## src/rtl/vpw_tx_pkg.sv

```systemverilog
package vpw_tx_pkg;

   typedef enum logic [2:0] {
      ST_IDLE,
      ST_SOF,
      ST_BITS,
      ST_EOD,
      ST_EOF
   } vpw_state_t;

   localparam logic [7:0] CRC_POLY = 8'h1D;
   localparam logic [7:0] CRC_SEED = 8'hFF;

   // one serial CRC step, message bit enters at the top
   function automatic logic [7:0] crc8_next(input logic [7:0] cur, input logic din);
      logic fb;
      fb = cur[7] ^ din;
      return {cur[6:0], 1'b0} ^ (fb ? CRC_POLY : 8'h00);
   endfunction

endpackage

```

## src/rtl/vpw_us_tick.sv

```systemverilog
module vpw_us_tick #(
   parameter int CLKS_PER_US = 8
) (
   input  logic clk,
   input  logic rst_n,
   input  logic clr,
   output logic tick
);

   generate
      if (CLKS_PER_US < 1) begin : g_bad_div
         $error("vpw_us_tick: CLKS_PER_US must be at least 1");
      end

      if (CLKS_PER_US == 1) begin : g_direct
         logic unused_in;
         assign unused_in = clr ^ rst_n ^ clk;
         assign tick = 1'b1;
      end else begin : g_div
         localparam int PW = $clog2(CLKS_PER_US);
         localparam logic [PW-1:0] LAST = PW'(CLKS_PER_US - 1);
         logic [PW-1:0] pre;

         always_ff @(posedge clk) begin
            if (!rst_n)          pre <= '0;
            else if (clr)        pre <= '0;
            else if (pre == LAST) pre <= '0;
            else                 pre <= pre + 1'b1;
         end

         assign tick = (pre == LAST);

         // ticks are spaced, never back to back when dividing
         assert_tick_spacing_R4: assert property (@(posedge clk) disable iff (!rst_n)
            (tick && !clr) |=> !tick);
      end
   endgenerate

endmodule

```

## src/rtl/vpw_sym_timer.sv

```systemverilog
module vpw_sym_timer #(
   parameter int TW = 9
) (
   input  logic          clk,
   input  logic          rst_n,
   input  logic          load,
   input  logic [TW-1:0] load_val,
   input  logic          tick,
   output logic          expire
);

   logic [TW-1:0] cnt;

   always_ff @(posedge clk) begin
      if (!rst_n)                  cnt <= '0;
      else if (load)               cnt <= load_val;
      else if (tick && cnt != '0)  cnt <= cnt - 1'b1;
   end

   assign expire = tick && (cnt == '0);

   // the count never rises except through a load
   assert_count_down_R4: assert property (@(posedge clk) disable iff (!rst_n)
      !$past(load) |-> (cnt <= $past(cnt)));

endmodule

```

## src/rtl/vpw_msg_buf.sv

```systemverilog
module vpw_msg_buf #(
   parameter int DEPTH = 11,
   parameter int IDX_W = 4
) (
   input  logic             clk,
   input  logic             rst_n,
   input  logic             wr_en,
   input  logic [IDX_W-1:0] wr_addr,
   input  logic [7:0]       wr_data,
   input  logic [IDX_W-1:0] rd_addr,
   output logic [7:0]       rd_data
);

   generate
      if (DEPTH < 1 || DEPTH >= (1 << IDX_W)) begin : g_bad_depth
         $error("vpw_msg_buf: DEPTH does not fit the index width");
      end
   endgenerate

   logic [7:0] slot [DEPTH];

   for (genvar g = 0; g < DEPTH; g++) begin : g_slot
      always_ff @(posedge clk) begin
         if (!rst_n)                                   slot[g] <= 8'h00;
         else if (wr_en && wr_addr == IDX_W'(g))       slot[g] <= wr_data;
      end
   end

   always_comb begin
      rd_data = 8'h00;
      for (int i = 0; i < DEPTH; i++) begin
         if (rd_addr == IDX_W'(i)) rd_data = slot[i];
      end
   end

endmodule

```

## src/rtl/vpw_tx.sv

```systemverilog
module vpw_tx
   import vpw_tx_pkg::*;
#(
   parameter int CLKS_PER_US = 8,
   parameter int MAX_BYTES   = 12,
   parameter int T_SHORT_US  = 64,
   parameter int T_LONG_US   = 128,
   parameter int T_SOF_US    = 200,
   parameter int T_EOD_US    = 200,
   parameter int T_EOF_US    = 280
) (
   input  logic                         clk,
   input  logic                         rst_n,
   input  logic                         wr_en,
   input  logic [$clog2(MAX_BYTES)-1:0] wr_addr,
   input  logic [7:0]                   wr_data,
   input  logic [$clog2(MAX_BYTES)-1:0] msg_len,
   input  logic                         start,
   output logic                         busy,
   output logic                         done,
   output logic                         len_err,
   output logic                         arb_lost,
   input  logic                         bus_in,
   output logic                         bus_out
);

   localparam int IDX_W  = $clog2(MAX_BYTES);
   localparam int DEPTH  = MAX_BYTES - 1;
   localparam int T_TAIL = T_EOF_US - T_EOD_US;
   localparam int T_M1   = (T_SOF_US > T_LONG_US) ? T_SOF_US : T_LONG_US;
   localparam int T_MAX  = (T_M1 > T_EOF_US) ? T_M1 : T_EOF_US;
   localparam int TW     = $clog2(T_MAX + 1);

   generate
      if (MAX_BYTES < 2) begin : g_bad_len
         $error("vpw_tx: MAX_BYTES must allow one data byte plus CRC");
      end
      if (T_SHORT_US < 1 || T_SHORT_US >= T_LONG_US) begin : g_bad_sym
         $error("vpw_tx: short symbol must be nonzero and shorter than long");
      end
      if (T_EOD_US < 1 || T_EOD_US >= T_EOF_US) begin : g_bad_tail
         $error("vpw_tx: end-of-data gap must be inside end-of-frame gap");
      end
   endgenerate

   vpw_state_t       state;
   logic [7:0]       sh, crc, rd_data, new_byte;
   logic [2:0]       bitn;
   logic [IDX_W-1:0] byte_idx, len_q;
   logic             in_crc, new_in_crc, byte_edge, bit_val, lvl, data_bit;
   logic             end_bits, lose, len_ok, start_ok, start_bad, idle;
   logic             tick, expire, tmr_load;
   logic [TW-1:0]    dur, tmr_val;

   assign idle      = (state == ST_IDLE);
   assign busy      = !idle;
   assign len_ok    = (msg_len != '0) && (msg_len <= IDX_W'(DEPTH));
   assign start_ok  = start && idle && len_ok;
   assign start_bad = start && idle && !len_ok;
   assign end_bits  = (state == ST_BITS) && (bitn == 3'd7) && in_crc;
   assign lose      = (state == ST_BITS) && !bus_out && bus_in;

   vpw_us_tick #(.CLKS_PER_US(CLKS_PER_US)) u_tick (
      .clk(clk), .rst_n(rst_n), .clr(start_ok), .tick(tick)
   );

   vpw_sym_timer #(.TW(TW)) u_timer (
      .clk(clk), .rst_n(rst_n), .load(tmr_load), .load_val(tmr_val),
      .tick(tick), .expire(expire)
   );

   vpw_msg_buf #(.DEPTH(DEPTH), .IDX_W(IDX_W)) u_buf (
      .clk(clk), .rst_n(rst_n), .wr_en(wr_en && idle), .wr_addr(wr_addr),
      .wr_data(wr_data), .rd_addr(byte_idx), .rd_data(rd_data)
   );

   // next bit to put on the wire and its pulse length
   always_comb begin
      new_byte   = rd_data;
      new_in_crc = 1'b0;
      if (state == ST_BITS && byte_idx == len_q) begin
         new_byte   = ~crc;
         new_in_crc = 1'b1;
      end
      byte_edge = (state == ST_SOF) || (bitn == 3'd7);
      bit_val   = byte_edge ? new_byte[7] : sh[6];
      data_bit  = byte_edge ? !new_in_crc : !in_crc;
      lvl       = !bus_out;
      dur       = (bit_val ^ lvl) ? TW'(T_LONG_US - 1) : TW'(T_SHORT_US - 1);
   end

   always_comb begin
      case (state)
         ST_IDLE: tmr_val = TW'(T_SOF_US - 1);
         ST_SOF:  tmr_val = dur;
         ST_BITS: tmr_val = end_bits ? TW'(T_EOD_US - 1) : dur;
         ST_EOD:  tmr_val = TW'(T_TAIL - 1);
         default: tmr_val = '0;
      endcase
   end

   assign tmr_load = start_ok || (expire && !idle);

   always_ff @(posedge clk) begin
      if (!rst_n) begin
         state    <= ST_IDLE;
         bus_out  <= 1'b0;
         done     <= 1'b0;
         len_err  <= 1'b0;
         arb_lost <= 1'b0;
         sh       <= 8'h00;
         crc      <= CRC_SEED;
         bitn     <= 3'd0;
         byte_idx <= '0;
         len_q    <= '0;
         in_crc   <= 1'b0;
      end else begin
         done <= 1'b0;
         case (state)
            ST_IDLE: begin
               if (start_ok) begin
                  state    <= ST_SOF;
                  bus_out  <= 1'b1;
                  byte_idx <= '0;
                  len_q    <= msg_len;
                  crc      <= CRC_SEED;
                  in_crc   <= 1'b0;
                  len_err  <= 1'b0;
                  arb_lost <= 1'b0;
               end else if (start_bad) begin
                  len_err  <= 1'b1;
               end
            end
            ST_SOF: begin
               if (expire) begin
                  state    <= ST_BITS;
                  bus_out  <= lvl;
                  sh       <= new_byte;
                  bitn     <= 3'd0;
                  byte_idx <= byte_idx + 1'b1;
                  in_crc   <= 1'b0;
                  crc      <= crc8_next(crc, bit_val);
               end
            end
            ST_BITS: begin
               if (lose) begin
                  state    <= ST_IDLE;
                  bus_out  <= 1'b0;
                  arb_lost <= 1'b1;
                  done     <= 1'b1;
               end else if (expire) begin
                  if (end_bits) begin
                     state   <= ST_EOD;
                     bus_out <= 1'b0;
                  end else begin
                     bus_out <= lvl;
                     if (data_bit) crc <= crc8_next(crc, bit_val);
                     if (bitn == 3'd7) begin
                        sh     <= new_byte;
                        bitn   <= 3'd0;
                        in_crc <= new_in_crc;
                        if (!new_in_crc) byte_idx <= byte_idx + 1'b1;
                     end else begin
                        sh   <= {sh[6:0], 1'b0};
                        bitn <= bitn + 1'b1;
                     end
                  end
               end
            end
            ST_EOD: begin
               if (expire) state <= ST_EOF;
            end
            default: begin
               if (expire) begin
                  state <= ST_IDLE;
                  done  <= 1'b1;
               end
            end
         endcase
      end
   end

   // the line is released whenever no frame is running
   assert_idle_passive_R1: assert property (@(posedge clk) disable iff (!rst_n)
      !busy |-> !bus_out);

   // an accepted start drives the line active at once
   assert_sof_begin_R2: assert property (@(posedge clk) disable iff (!rst_n)
      start_ok |=> (busy && bus_out));

   // every bit boundary inside the frame inverts the line
   assert_level_flip_R3: assert property (@(posedge clk) disable iff (!rst_n)
      (state == ST_BITS && expire && !end_bits && !lose) |=> (bus_out != $past(bus_out)));

   // done only as the block returns to idle, for one cycle
   assert_done_pulse_R6: assert property (@(posedge clk) disable iff (!rst_n)
      done |-> (!busy && $past(busy)));

   // an illegal length never starts a frame
   assert_len_reject_R7: assert property (@(posedge clk) disable iff (!rst_n)
      start_bad |=> (len_err && !busy));

   // a mismatch under a passive bit abandons the frame
   assert_arb_abort_R8: assert property (@(posedge clk) disable iff (!rst_n)
      lose |=> (!busy && arb_lost && !bus_out && done));

   // a running frame keeps its length and state against a new start
   assert_busy_start_R9: assert property (@(posedge clk) disable iff (!rst_n)
      (busy && start && !lose && !expire) |=> (busy && $stable(len_q)));

endmodule

```

## config.mk

```make
export PLATFORM = sky130hd
export DESIGN_NAME = vpw_tx
export DESIGN_NICKNAME = d
export VERILOG_FILES = /design/src/rtl/vpw_tx_pkg.sv /design/src/rtl/vpw_us_tick.sv /design/src/rtl/vpw_sym_timer.sv /design/src/rtl/vpw_msg_buf.sv /design/src/rtl/vpw_tx.sv
export SDC_FILE = /design/constraint.sdc
export NUM_CORES = 1
export LEC_CHECK = 0
export ABC_CLOCK_PERIOD_IN_PS = 4400
export BUFFER_PORTS_ARGS = -buffer_cell sky130_fd_sc_hd__buf_2
export CORE_MARGIN = 2
export CORE_UTILIZATION = 57
export DETAILED_ROUTE_END_ITERATION = 6
export PLACE_DENSITY = 0.85
export SETUP_SLACK_MARGIN = 0.3
export SLEW_MARGIN = 20
export SYNTH_ARGS = -nofsm -noshare
export SYNTH_HDL_FRONTEND = slang
export SYNTH_SLANG_ARGS = --single-unit
```

## constraint.sdc

```tcl
create_clock -name clk -period 4.4 [get_ports clk]
set_input_delay 0.66 -clock clk [delete_from_list [all_inputs] [get_ports clk]]
set_output_delay 0.66 -clock clk [all_outputs]
set_load 0.01 [all_outputs]
```

==> flow_metrics.py, run 1 <==
metrics = {
    "critical_path": {
        "worst_setup_path_start_kind": "register",
        "crit_required_ps": 4670,
        "critical_path_class": "reg2reg",
        "path_max_fanout": 26,
        "critical_path.endpoint_type": "register",
        "worst-endpoint-arrival_ps": 3390,
    },
    "detailed_routing": {
        "dr_total_vias": 5447,
        "drt-initial-drc-count": 798,
        "drt_drc_violations_left": 0,
        "drt.antenna.violating_nets": 0,
        "routed_wirelength_um": 16700,
        "first_pass_iters": 6,
        "via_per_inst": 6.42,
        "wire_per_inst_um": 19.7,
    },
    "synthesis": {
        "gate_count_after_technology_mapping": 682,
        "number_of_enable_flip_flop_cells_after_synthesis": 88,
        "synthArstFlopShare_pct": 0,
        "post_synth_fa_ha_maj_area_fraction_pct": 1.63,
        "combinational_family_with_the_most_area_after_synthesis": "simple AND/OR/NAND/NOR gates",
        "post_synth_xor_xnor_area_pct": 1.52,
        "postSynthRegisterBits": 134,
        "synth.distinct_cells": 72,
        "synth_ff_type": "sky130_fd_sc_hd__edfxtp_1",
        "synth-compound-area-share_pct": 17.5,
        "syn-cell-area_um2": 6900,
        "mean_instance_size_in_the_synthesized_netlist_um2": 10.1,
        "synthMuxAreaShare_pct": 0.944,
        "synthSimpleGateAreaFrac_pct": 23.2,
        "yosysWarningCount": 0,
        "synth_seq_area_share_pct": 51.7,
        "postSynthNetCount": 712,
    },
    "global_routing": {
        "grt_pass1_vias": 5092,
        "gr-usage-all-layers_pct": 27.1,
        "grt_first_pass_wirelength_um": 26700,
        "antenna_found_initial": 0,
        "grt_overflow": 0,
        "grt_start_max_net_pins": 36,
    },
    "cells_and_area": {
        "post_route_cells_drive_above_1_share_pct": 11.7,
        "design.final.nets": 718,
        "antenna_cells_inserted": 0,
        "flow.area_growth_from_synthesis_pct": 10.5,
        "most-common-layout-cells": "88 x sky130_fd_sc_hd__and2_1, 88 x sky130_fd_sc_hd__edfxtp_1, 63 x sky130_fd_sc_hd__nor2_1",
    },
    "power": {
        "p_int_mw": 2.33,
        "switching_share_of_power_pct": 24.6,
        "p_sw_mw": 0.759,
        "max-vdd-ir-drop_mv": 0.404,
        "share_seq_of_total_power_pct": 46.5,
        "power_frac_clock_pct": 43.9,
        "power_density_nw_per_um2": 405,
        "share_comb_of_total_power_pct": 9.6,
        "p_leak_nw": 2.86,
    },
    "clock_network": {
        "ctsHtreeMaxLevel": 4,
        "numCtsBuffers": 17,
        "register_clock_pin_slew_on_the_reported_worst_setup_and_hold_paths_ps": 60,
        "postCtsSetupBuffers": 0,
        "clkSinkCount": 134,
        "clockBufferDepth": 2,
        "holdBufCountCts": 0,
        "ctsRootBufferMaster": "sky130_fd_sc_hd__clkbuf_16",
        "clock_insertion_delay_at_the_later_pin_of_the_skew_report_ps": 430,
        "tritoncts": "done",
        "post_cts_resize_count": 0,
    },
    "sta": {
        "max_slew_headroom_pct": 28.0,
        "post-route-min-period_ps": 3120,
        "final_worst_path_cycle_share_pct": 70.9,
        "max_freq_mhz": 320,
        "worst_hold_slack_ps": 431,
        "drv_slew": 0,
        "fin_tns_setup_ps": 0,
        "timing_worst_slew_pin_value_ps": 1070,
        "skew_ps": 11.0,
        "rsz_0062_raised_after_global_routing": "false",
        "setup_viol": 0,
        "finalHoldViolations": 0,
    },
    "run_status": {
        "status": "completed",
    },
    "die": {
        "initial_utilization_pct": 57.9,
        "floorplan.core_area_um2": 11900,
        "placementRows": 40,
        "die_area_um2": 13000,
        "io_pins": 26,
        "die_h_um": 114,
        "chipWidth_um": 114,
    },
    "run": {
        "max_cap_viol_count": 0,
    },
    "worst_hold_path": {
        "min_path_type": "reg2reg",
    },
    "place": {
        "buffer_ports.inserted": 25,
        "dp_hpwl_um": 11500,
        "place_congestion": 0.931,
    },
}
-- registers in the layout (all words and copies together), names as in the netlist --
name and count:
u_buf.slot 88, len_err 1, done 1, bitn 3, u_tick.g_div.pre 3, u_timer.cnt 9
in_crc 1, byte_idx 4, bus_out 1, len_q 4, arb_lost 1, crc 8
sh 7, state 3
-- cell families (layout without fill, tap and decap cells) --
kind of cell	count (synthesis)	after routing
compound gates	172	172
fa+ha+maj	9	9
simple gates	290	290
flops	134	134
mux	6	6
xor+xnor	12	12
buf+inv	59	78
-- cells in the mapped netlist, types with 11 or more instances --
library cell               count  share of area [%]
sky130_fd_sc_hd__and2_1       88                8.0
sky130_fd_sc_hd__edfxtp_1     88                 38
sky130_fd_sc_hd__nor2_1       63                3.4
sky130_fd_sc_hd__dfxtp_1      46                 13
sky130_fd_sc_hd__nand2_1      45                2.4
sky130_fd_sc_hd__o21ai_0      42                3.0
sky130_fd_sc_hd__a21oi_1      40                2.9
sky130_fd_sc_hd__clkbuf_1     28                1.5
sky130_fd_sc_hd__nor3_1       18                1.3
sky130_fd_sc_hd__inv_1        16               0.87
sky130_fd_sc_hd__a221oi_1     12                1.5
sky130_fd_sc_hd__buf_2        11               0.80
sky130_fd_sc_hd__nand3_1      11               0.80
-- power groups by stage --
stage / registers (mW) / clock network, mW / logic (mW)
after floorplan: 1.44 / 0 / 0.216
after global placement: 1.46 / 0 / 0.277
after detailed placement: 1.46 / 0 / 0.289
after CTS: 1.43 / 1.36 / 0.292
after global routing: 1.44 / 1.42 / 0.322
final: 1.43 / 1.35 / 0.297
-- routing by layer --
| metal | part of all wire (%) | vias up | GRT usage [%] |
|---|---|---|---|
| met4 | 2.8 | 0 | 12.0 |
| met5 | 0 | - | 0 |
| met1 | 40 | 2597 | 35.6 |
| met2 | 47 | 289 | 43.1 |
| met3 | 9.7 | 41 | 6.54 |
| li1 | - | 2520 | - |
-- critical path, cell delays in order (launching register included) --
cell and delay [ps]:
sky130_fd_sc_hd__dfxtp_1 380, sky130_fd_sc_hd__inv_1 110, sky130_fd_sc_hd__ha_1 720, sky130_fd_sc_hd__inv_1 390, sky130_fd_sc_hd__a21boi_0 330, sky130_fd_sc_hd__a221oi_1 80, sky130_fd_sc_hd__a221o_1 360, sky130_fd_sc_hd__mux2_4 370
sky130_fd_sc_hd__nor2_1 150, sky130_fd_sc_hd__a311oi_2 50
-- area by class of cell --
cell class	count	area [um^2]
Sequential cell	134	3560
Fill cell	930	4290
Timing Repair Buffer	30	163
Clock buffer	19	433
Inverter	16	60.1
Tap cell	147	184
Multi-Input combinational cell	489	3090
Clock inverter	13	133
-- worst paths after layout --
check | depth (start not counted) | to | start | slack [ps]
setup / recovery | 9 | crc[3]$_SDFFE_PN1P_ | byte_idx[0]$_SDFFE_PN0P_ | 1280
hold / removal | 1 | u_tick.g_div.pre[0]$_SDFF_PP0_ | u_tick.g_div.pre[0]$_SDFF_PP0_ | 430
setup reg to reg | 9 | crc[3]$_SDFFE_PN1P_ | byte_idx[0]$_SDFFE_PN0P_ | 1280
hold reg to reg | 1 | u_tick.g_div.pre[0]$_SDFF_PP0_ | u_tick.g_div.pre[0]$_SDFF_PP0_ | 430
-- per-stage QoR --
| step | utilization (%) | instance area (um^2) | setup WS [ps] | power [mW] | cells |
|---|---|---|---|---|---|
| final | 64.0 | 7620 | 1280 | 3.08 | 848 |
| after floorplan | - | 6900 | 2050 | 1.66 | 682 |
| after detailed placement | 59.2 | 7060 | 1380 | 1.75 | 816 |
| after CTS | 64.0 | 7620 | 1350 | 3.08 | 848 |
| after global routing | 64.0 | 7620 | 1050 | 3.18 | 848 |
| after global placement | 59.2 | 7060 | 1530 | 1.73 | 816 |
No activity file was read; power rests on OpenSTA's default activity.
==> run 2: changes to the inputs <==
--- a/config.mk
+++ b/config.mk
@@ -5,12 +5,12 @@
 export SDC_FILE = /design/constraint.sdc
 export NUM_CORES = 1
 export LEC_CHECK = 0
-export ABC_CLOCK_PERIOD_IN_PS = 4400
+export ABC_CLOCK_PERIOD_IN_PS = 2700
 export BUFFER_PORTS_ARGS = -buffer_cell sky130_fd_sc_hd__buf_2
 export CORE_MARGIN = 2
-export CORE_UTILIZATION = 57
+export CORE_UTILIZATION = 56
 export DETAILED_ROUTE_END_ITERATION = 6
-export PLACE_DENSITY = 0.85
+export PLACE_DENSITY = 0.87
 export SETUP_SLACK_MARGIN = 0.3
 export SLEW_MARGIN = 20
 export SYNTH_ARGS = -nofsm -noshare
==> constraint.sdc (replaced) <==
create_clock -name clk -period 2.7 [get_ports clk]
set_input_delay 0.405 -clock clk [delete_from_list [all_inputs] [get_ports clk]]
set_output_delay 0.405 -clock clk [all_outputs]
set_load 0.01 [all_outputs]
==> run 2 against run 1 <==
Effect of this change:
- die area grew 1.7%
- largest power group unchanged
- register-to-register slack worse by 920 ps
- largest cell class unchanged
- hold slack got worse by 190 ps
- count of clock-buffer cells in the layout stayed put
==> flow_metrics.py, run 2 (same netlist as run 1, synthesis figures left out) <==
metrics = {
    "run": {
        "max_cap_viol_count": 0,
    },
    "cells_and_area": {
        "layout_top_registers": "u_buf.slot x88, u_timer.cnt x9, crc x8",
        "final_design_utilization_pct": 67.0,
        "flow.area_growth_from_synthesis_pct": 16.7,
        "design.final.nets": 766,
        "most-common-layout-cells": "88 x sky130_fd_sc_hd__and2_1, 88 x sky130_fd_sc_hd__edfxtp_1, 63 x sky130_fd_sc_hd__nor2_1",
        "post_route_cells_drive_above_1_share_pct": 19.6,
        "regMostFlops": "u_buf.slot",
        "largest_register_ffs": 88,
        "antenna_cells_inserted": 0,
        "num-fill-cells": 920,
    },
    "sta": {
        "max_slew_headroom_pct": 60.9,
        "worst_hold_slack_ps": 245,
        "timing_worst_slew_pin_value_ps": 582,
        "post-route-min-period_ps": 2340,
        "fin_tns_setup_ps": 0,
        "final_worst_path_cycle_share_pct": 86.8,
        "setup_viol": 0,
        "skew_ps": 6.41,
        "rsz_0062_raised_after_global_routing": "false",
        "drv_slew": 0,
        "finalHoldViolations": 0,
        "post_route_worst_setup_slack_ps": 355,
        "max_freq_mhz": 426,
    },
    "clock_network": {
        "numCtsBuffers": 17,
        "clockBufferDepth": 2,
        "register_clock_pin_slew_on_the_reported_worst_setup_and_hold_paths_ps": 60,
        "clkSinkCount": 134,
        "tritoncts": "done",
        "holdBufCountCts": 0,
        "clock_insertion_delay_at_the_later_pin_of_the_skew_report_ps": 430,
        "ctsRootBufferMaster": "sky130_fd_sc_hd__clkbuf_16",
        "ctsHtreeMaxLevel": 4,
    },
    "global_routing": {
        "gr-usage-all-layers_pct": 28.8,
        "antenna_found_initial": 0,
        "grt_first_pass_wirelength_um": 28500,
        "grt_pass1_vias": 5462,
        "grt_overflow": 0,
        "grt_start_max_net_pins": 36,
    },
    "power": {
        "power_frac_clock_pct": 42.4,
        "share_comb_of_total_power_pct": 11.3,
        "max-vdd-ir-drop_mv": 0.534,
        "p_sw_mw": 1.28,
        "power_density_nw_per_um2": 624,
        "share_seq_of_total_power_pct": 46.3,
        "switching_share_of_power_pct": 25.5,
        "p_leak_nw": 3.10,
        "p_int_mw": 3.74,
    },
    "place": {
        "buffer_ports.inserted": 25,
        "placement.setup.worst_slack_ps": 166,
        "place_congestion": 0.932,
        "dp_hpwl_um": 12800,
    },
    "detailed_routing": {
        "top_layer": "met4",
        "via_per_inst": 6.32,
        "drt-initial-drc-count": 693,
        "first_pass_iters": 5,
        "wire_per_inst_um": 20.3,
        "drt_drc_violations_left": 0,
        "drt.antenna.violating_nets": 0,
        "wl_met3_um": 1500,
        "routed_wirelength_um": 18200,
        "met1Wirelength_um": 7350,
        "met2_length_um": 8910,
        "dr_total_vias": 5667,
    },
    "critical_path": {
        "worst_setup_path_start_kind": "register",
        "worst-endpoint-arrival_ps": 2690,
        "crit_required_ps": 3040,
        "path_max_fanout": 7,
        "critical_path_class": "reg2reg",
        "critical_path.endpoint_type": "register",
    },
    "die": {
        "placementRows": 40,
        "die_area_um2": 13200,
        "initial_utilization_pct": 57.4,
        "die_h_um": 115,
        "floorplan.core_area_um2": 12000,
        "chipWidth_um": 115,
        "io_pins": 26,
    },
    "run_status": {
        "status": "completed",
    },
    "worst_hold_path": {
        "min_path_type": "in2reg",
    },
}
==> run 2: changes by cell type in the layout (fill, tap and decap cells not counted), moves of 2 or more <==
cell                       before  now
sky130_fd_sc_hd__buf_4          5   49
sky130_fd_sc_hd__buf_6          0    4
sky130_fd_sc_hd__dfxtp_1       46   42
sky130_fd_sc_hd__ha_1           9    5
sky130_fd_sc_hd__ha_2           0    4
sky130_fd_sc_hd__dfxtp_2        0    3
sky130_fd_sc_hd__a221oi_1      12   10
sky130_fd_sc_hd__a221oi_2       0    2
sky130_fd_sc_hd__o21ai_0       38   40
sky130_fd_sc_hd__o21ai_1        5    3
==> run 2: power by group through the flow <==
stage          registers [mW]  clock network, mW  logic [mW]
4_1_cts                  2.32               2.14       0.535
6_report                 2.32               2.13       0.568
2_1_floorplan            2.35                  0       0.351
3_3_place_gp             2.36                  0       0.505
3_5_place_dp             2.36                  0       0.524
5_1_grt                  2.33               2.24       0.613
==> run 2: layout make-up <==
cell class,instances,area (um^2),share of cell area (%)
well taps,147,184,2.29
clock inverters,13,106,1.32
multi-input cells,489,3160,39.2
inverters,16,60.1,0.746
flip-flops and latches,134,3570,44.4
clock buffers,19,433,5.38
repair buffers,78,538,6.68
==> run 2: final timing paths <==
kind                            cells after the start                            from                             end  slack (ps)
worst min-delay path                                3                      msg_len[0]           len_q[0]$_SDFFE_PN0P_         240
worst min register to register                      1  u_tick.g_div.pre[0]$_SDFF_PP0_  u_tick.g_div.pre[0]$_SDFF_PP0_         430
worst max register to register                      8        byte_idx[0]$_SDFFE_PN0P_             crc[4]$_SDFFE_PN1P_         360
worst max-delay path                                8        byte_idx[0]$_SDFFE_PN0P_             crc[4]$_SDFFE_PN1P_         360
==> run 2: per-stage QoR <==
step                      instances  power [mW]  area (um^2)
after floorplan                 682        2.70         6900
after detailed placement        853        2.89         7330
after CTS                       886        5.00         7910
final                           896        5.02         8050
after global placement          853        2.86         7330
after global routing            896        5.19         8050
==> run 2: what timing repair did <==
item                                    4_1_cts  5_1_grt
pin swaps                                     2        9
gates resized for setup                       8       22
endpoints found under the setup margin       24       23
buffers inserted                              1       10
==> run 2: layer usage <==
layer  GRT usage (%)  up-vias
met5               0        -
met4            10.7        0
li1                -     2624
met2            47.8      260
met3            9.54       41
met1            35.1     2742
==> run 2: worst max-delay path, cell delays in order, from the launching register on <==
cell,delay [ps]
sky130_fd_sc_hd__dfxtp_2,340
sky130_fd_sc_hd__inv_1,70
sky130_fd_sc_hd__ha_1,210
sky130_fd_sc_hd__nor2b_2,170
sky130_fd_sc_hd__a2111o_1,380
sky130_fd_sc_hd__a221oi_2,230
sky130_fd_sc_hd__a221o_1,220
sky130_fd_sc_hd__mux2_4,360
sky130_fd_sc_hd__a311oi_2,280
==> run 3: changes to the inputs <==
--- a/config.mk
+++ b/config.mk
@@ -8,9 +8,9 @@
 export ABC_CLOCK_PERIOD_IN_PS = 2700
 export BUFFER_PORTS_ARGS = -buffer_cell sky130_fd_sc_hd__buf_2
 export CORE_MARGIN = 2
-export CORE_UTILIZATION = 56
+export CORE_UTILIZATION = 35
 export DETAILED_ROUTE_END_ITERATION = 6
-export PLACE_DENSITY = 0.87
+export PLACE_DENSITY = 0.63
 export SETUP_SLACK_MARGIN = 0.3
 export SLEW_MARGIN = 20
 export SYNTH_ARGS = -nofsm -noshare
==> run 3 against run 2 <==
Effect of this change:
- sequential share of layout area fell by 1.5 points
- total power rose by 5.8%
- largest power group is now clock
- critical endpoint is now crc[2]$_SDFFE_PN1P_
- utilization fell by 24 points
==> flow_metrics.py, run 3 (same netlist as run 1, synthesis figures left out) <==
metrics = {
    "power": {
        "fin_total_pwr_mw": 5.31,
        "power_density_nw_per_um2": 637,
        "p_leak_nw": 3.17,
        "max-vdd-ir-drop_mv": 0.470,
    },
    "cells_and_area": {
        "multi_input_area_um2": 3200,
        "flow.area_growth_from_synthesis_pct": 20.9,
        "antenna_cells_inserted": 0,
        "finish.instance_area_um2": 8340,
        "most-common-layout-cells": "88 x sky130_fd_sc_hd__and2_1, 88 x sky130_fd_sc_hd__edfxtp_1, 62 x sky130_fd_sc_hd__nor2_1",
        "regMostFlops": "u_buf.slot",
        "largest_register_ffs": 88,
        "layout_top_registers": "u_buf.slot x88, u_timer.cnt x9, crc x8",
        "finish.cell_count_without_fillers": 1018,
        "num-fill-cells": 1884,
        "area.sequential_um2": 3570,
        "design.final.nets": 770,
        "final_design_utilization_pct": 43.0,
        "post_route_cells_drive_above_1_share_pct": 21.4,
    },
    "sta": {
        "post_route_worst_setup_slack_ps": 361,
        "max_slew_headroom_pct": 60.7,
        "setup_viol": 0,
        "drv_slew": 0,
        "finalHoldViolations": 0,
        "fin_tns_setup_ps": 0,
        "skew_ps": 8.27,
        "timing_worst_slew_pin_value_ps": 587,
        "worst_hold_slack_ps": 270,
        "rsz_0062_raised_after_global_routing": "true",
        "post-route-min-period_ps": 2340,
        "final_worst_path_cycle_share_pct": 86.6,
        "max_freq_mhz": 428,
    },
    "die": {
        "die_area_um2": 20800,
        "io_pins": 26,
        "placementRows": 51,
        "floorplan.core_area_um2": 19400,
        "chipWidth_um": 144,
        "die_h_um": 144,
        "initial_utilization_pct": 35.5,
    },
    "clock_network": {
        "clock_insertion_delay_at_the_later_pin_of_the_skew_report_ps": 430,
        "ctsHtreeMaxLevel": 4,
        "ctsRootBufferMaster": "sky130_fd_sc_hd__clkbuf_16",
        "numCtsBuffers": 17,
        "clockBufferDepth": 2,
        "tritoncts": "done",
        "holdBufCountCts": 0,
        "clkSinkCount": 134,
        "register_clock_pin_slew_on_the_reported_worst_setup_and_hold_paths_ps": 60,
    },
    "place": {
        "dp_hpwl_um": 12600,
        "dp_cells": 977,
        "placement.cell_area_um2": 7530,
        "placement.setup.worst_slack_ps": 233,
        "buffer_ports.inserted": 25,
        "place_congestion": 0.888,
    },
    "worst_hold_path": {
        "min_path_type": "in2reg",
    },
    "critical_path": {
        "critical_path.endpoint_type": "register",
        "crit_required_ps": 3040,
        "worst-endpoint-arrival_ps": 2670,
        "worst_setup_path_start_kind": "register",
        "path_max_fanout": 7,
        "critical_path_class": "reg2reg",
    },
    "global_routing": {
        "antenna_found_initial": 0,
        "gr-usage-all-layers_pct": 18.2,
        "grt_start_max_net_pins": 36,
        "grt_first_pass_wirelength_um": 28800,
        "grt_overflow": 0,
        "grt_pass1_vias": 5145,
    },
    "run_status": {
        "status": "completed",
    },
    "detailed_routing": {
        "routed_wirelength_um": 18100,
        "dr_total_vias": 5488,
        "drt_drc_violations_left": 0,
        "drt.antenna.violating_nets": 0,
        "via_per_inst": 5.39,
        "first_pass_iters": 7,
        "drt-initial-drc-count": 400,
        "wire_per_inst_um": 17.8,
    },
    "run": {
        "max_cap_viol_count": 0,
    },
}
==> run 3: where the power goes <==
group	leakage, nW	switching (mW)	internal, mW
combinational	1.59	0.352	0.240
clock	0.289	0.931	1.46
sequential	1.29	0.0558	2.27
==> run 3: path summary, 6_finish.rpt <==
check	start	slack (ps)	endpoint	cells past startpoint
worst max-delay path	byte_idx[1]$_SDFFE_PN0P_	360	crc[2]$_SDFFE_PN1P_	8
worst min-delay path	msg_len[1]	270	len_q[1]$_SDFFE_PN0P_	3
worst max register to register	byte_idx[1]$_SDFFE_PN0P_	360	crc[2]$_SDFFE_PN1P_	8
worst min register to register	u_tick.g_div.pre[0]$_SDFF_PP0_	430	u_tick.g_div.pre[0]$_SDFF_PP0_	1
==> run 3: final cells by class <==
class,count,share of cell area [%]
clock inverters,13,2.06
multi-input cells,489,38.4
inverters,16,0.795
well taps,265,3.98
clock buffers,19,5.19
repair buffers,82,6.77
flip-flops and latches,134,42.8
==> run 3: timing repair <==
action,CTS,global route
setup endpoints to repair,5,42
gates resized for setup,5,34
buffers inserted,0,9
pin swaps,2,10
==> run 3: critical path, stage by stage, from the launching register on <==
cell and delay [ps]:
sky130_fd_sc_hd__dfxtp_2 330, sky130_fd_sc_hd__buf_4 140, sky130_fd_sc_hd__ha_2 280, sky130_fd_sc_hd__clkinvlp_4 150, sky130_fd_sc_hd__o21ai_0 200, sky130_fd_sc_hd__o21ai_1 120, sky130_fd_sc_hd__a221o_1 370, sky130_fd_sc_hd__mux2_4 370
sky130_fd_sc_hd__a311oi_2 270
==> run 3: per-layer routing <==
layer  vias up  wire length [um]  GRT usage [%]  share of wire [%]
met1      2617              8340           25.7                 46
met3        23              1160           4.37                6.4
met4         0               294           5.93                1.6
li1       2631                 -              -                  -
met2       217              8310           27.6                 46
met5         -                 0              0                  0
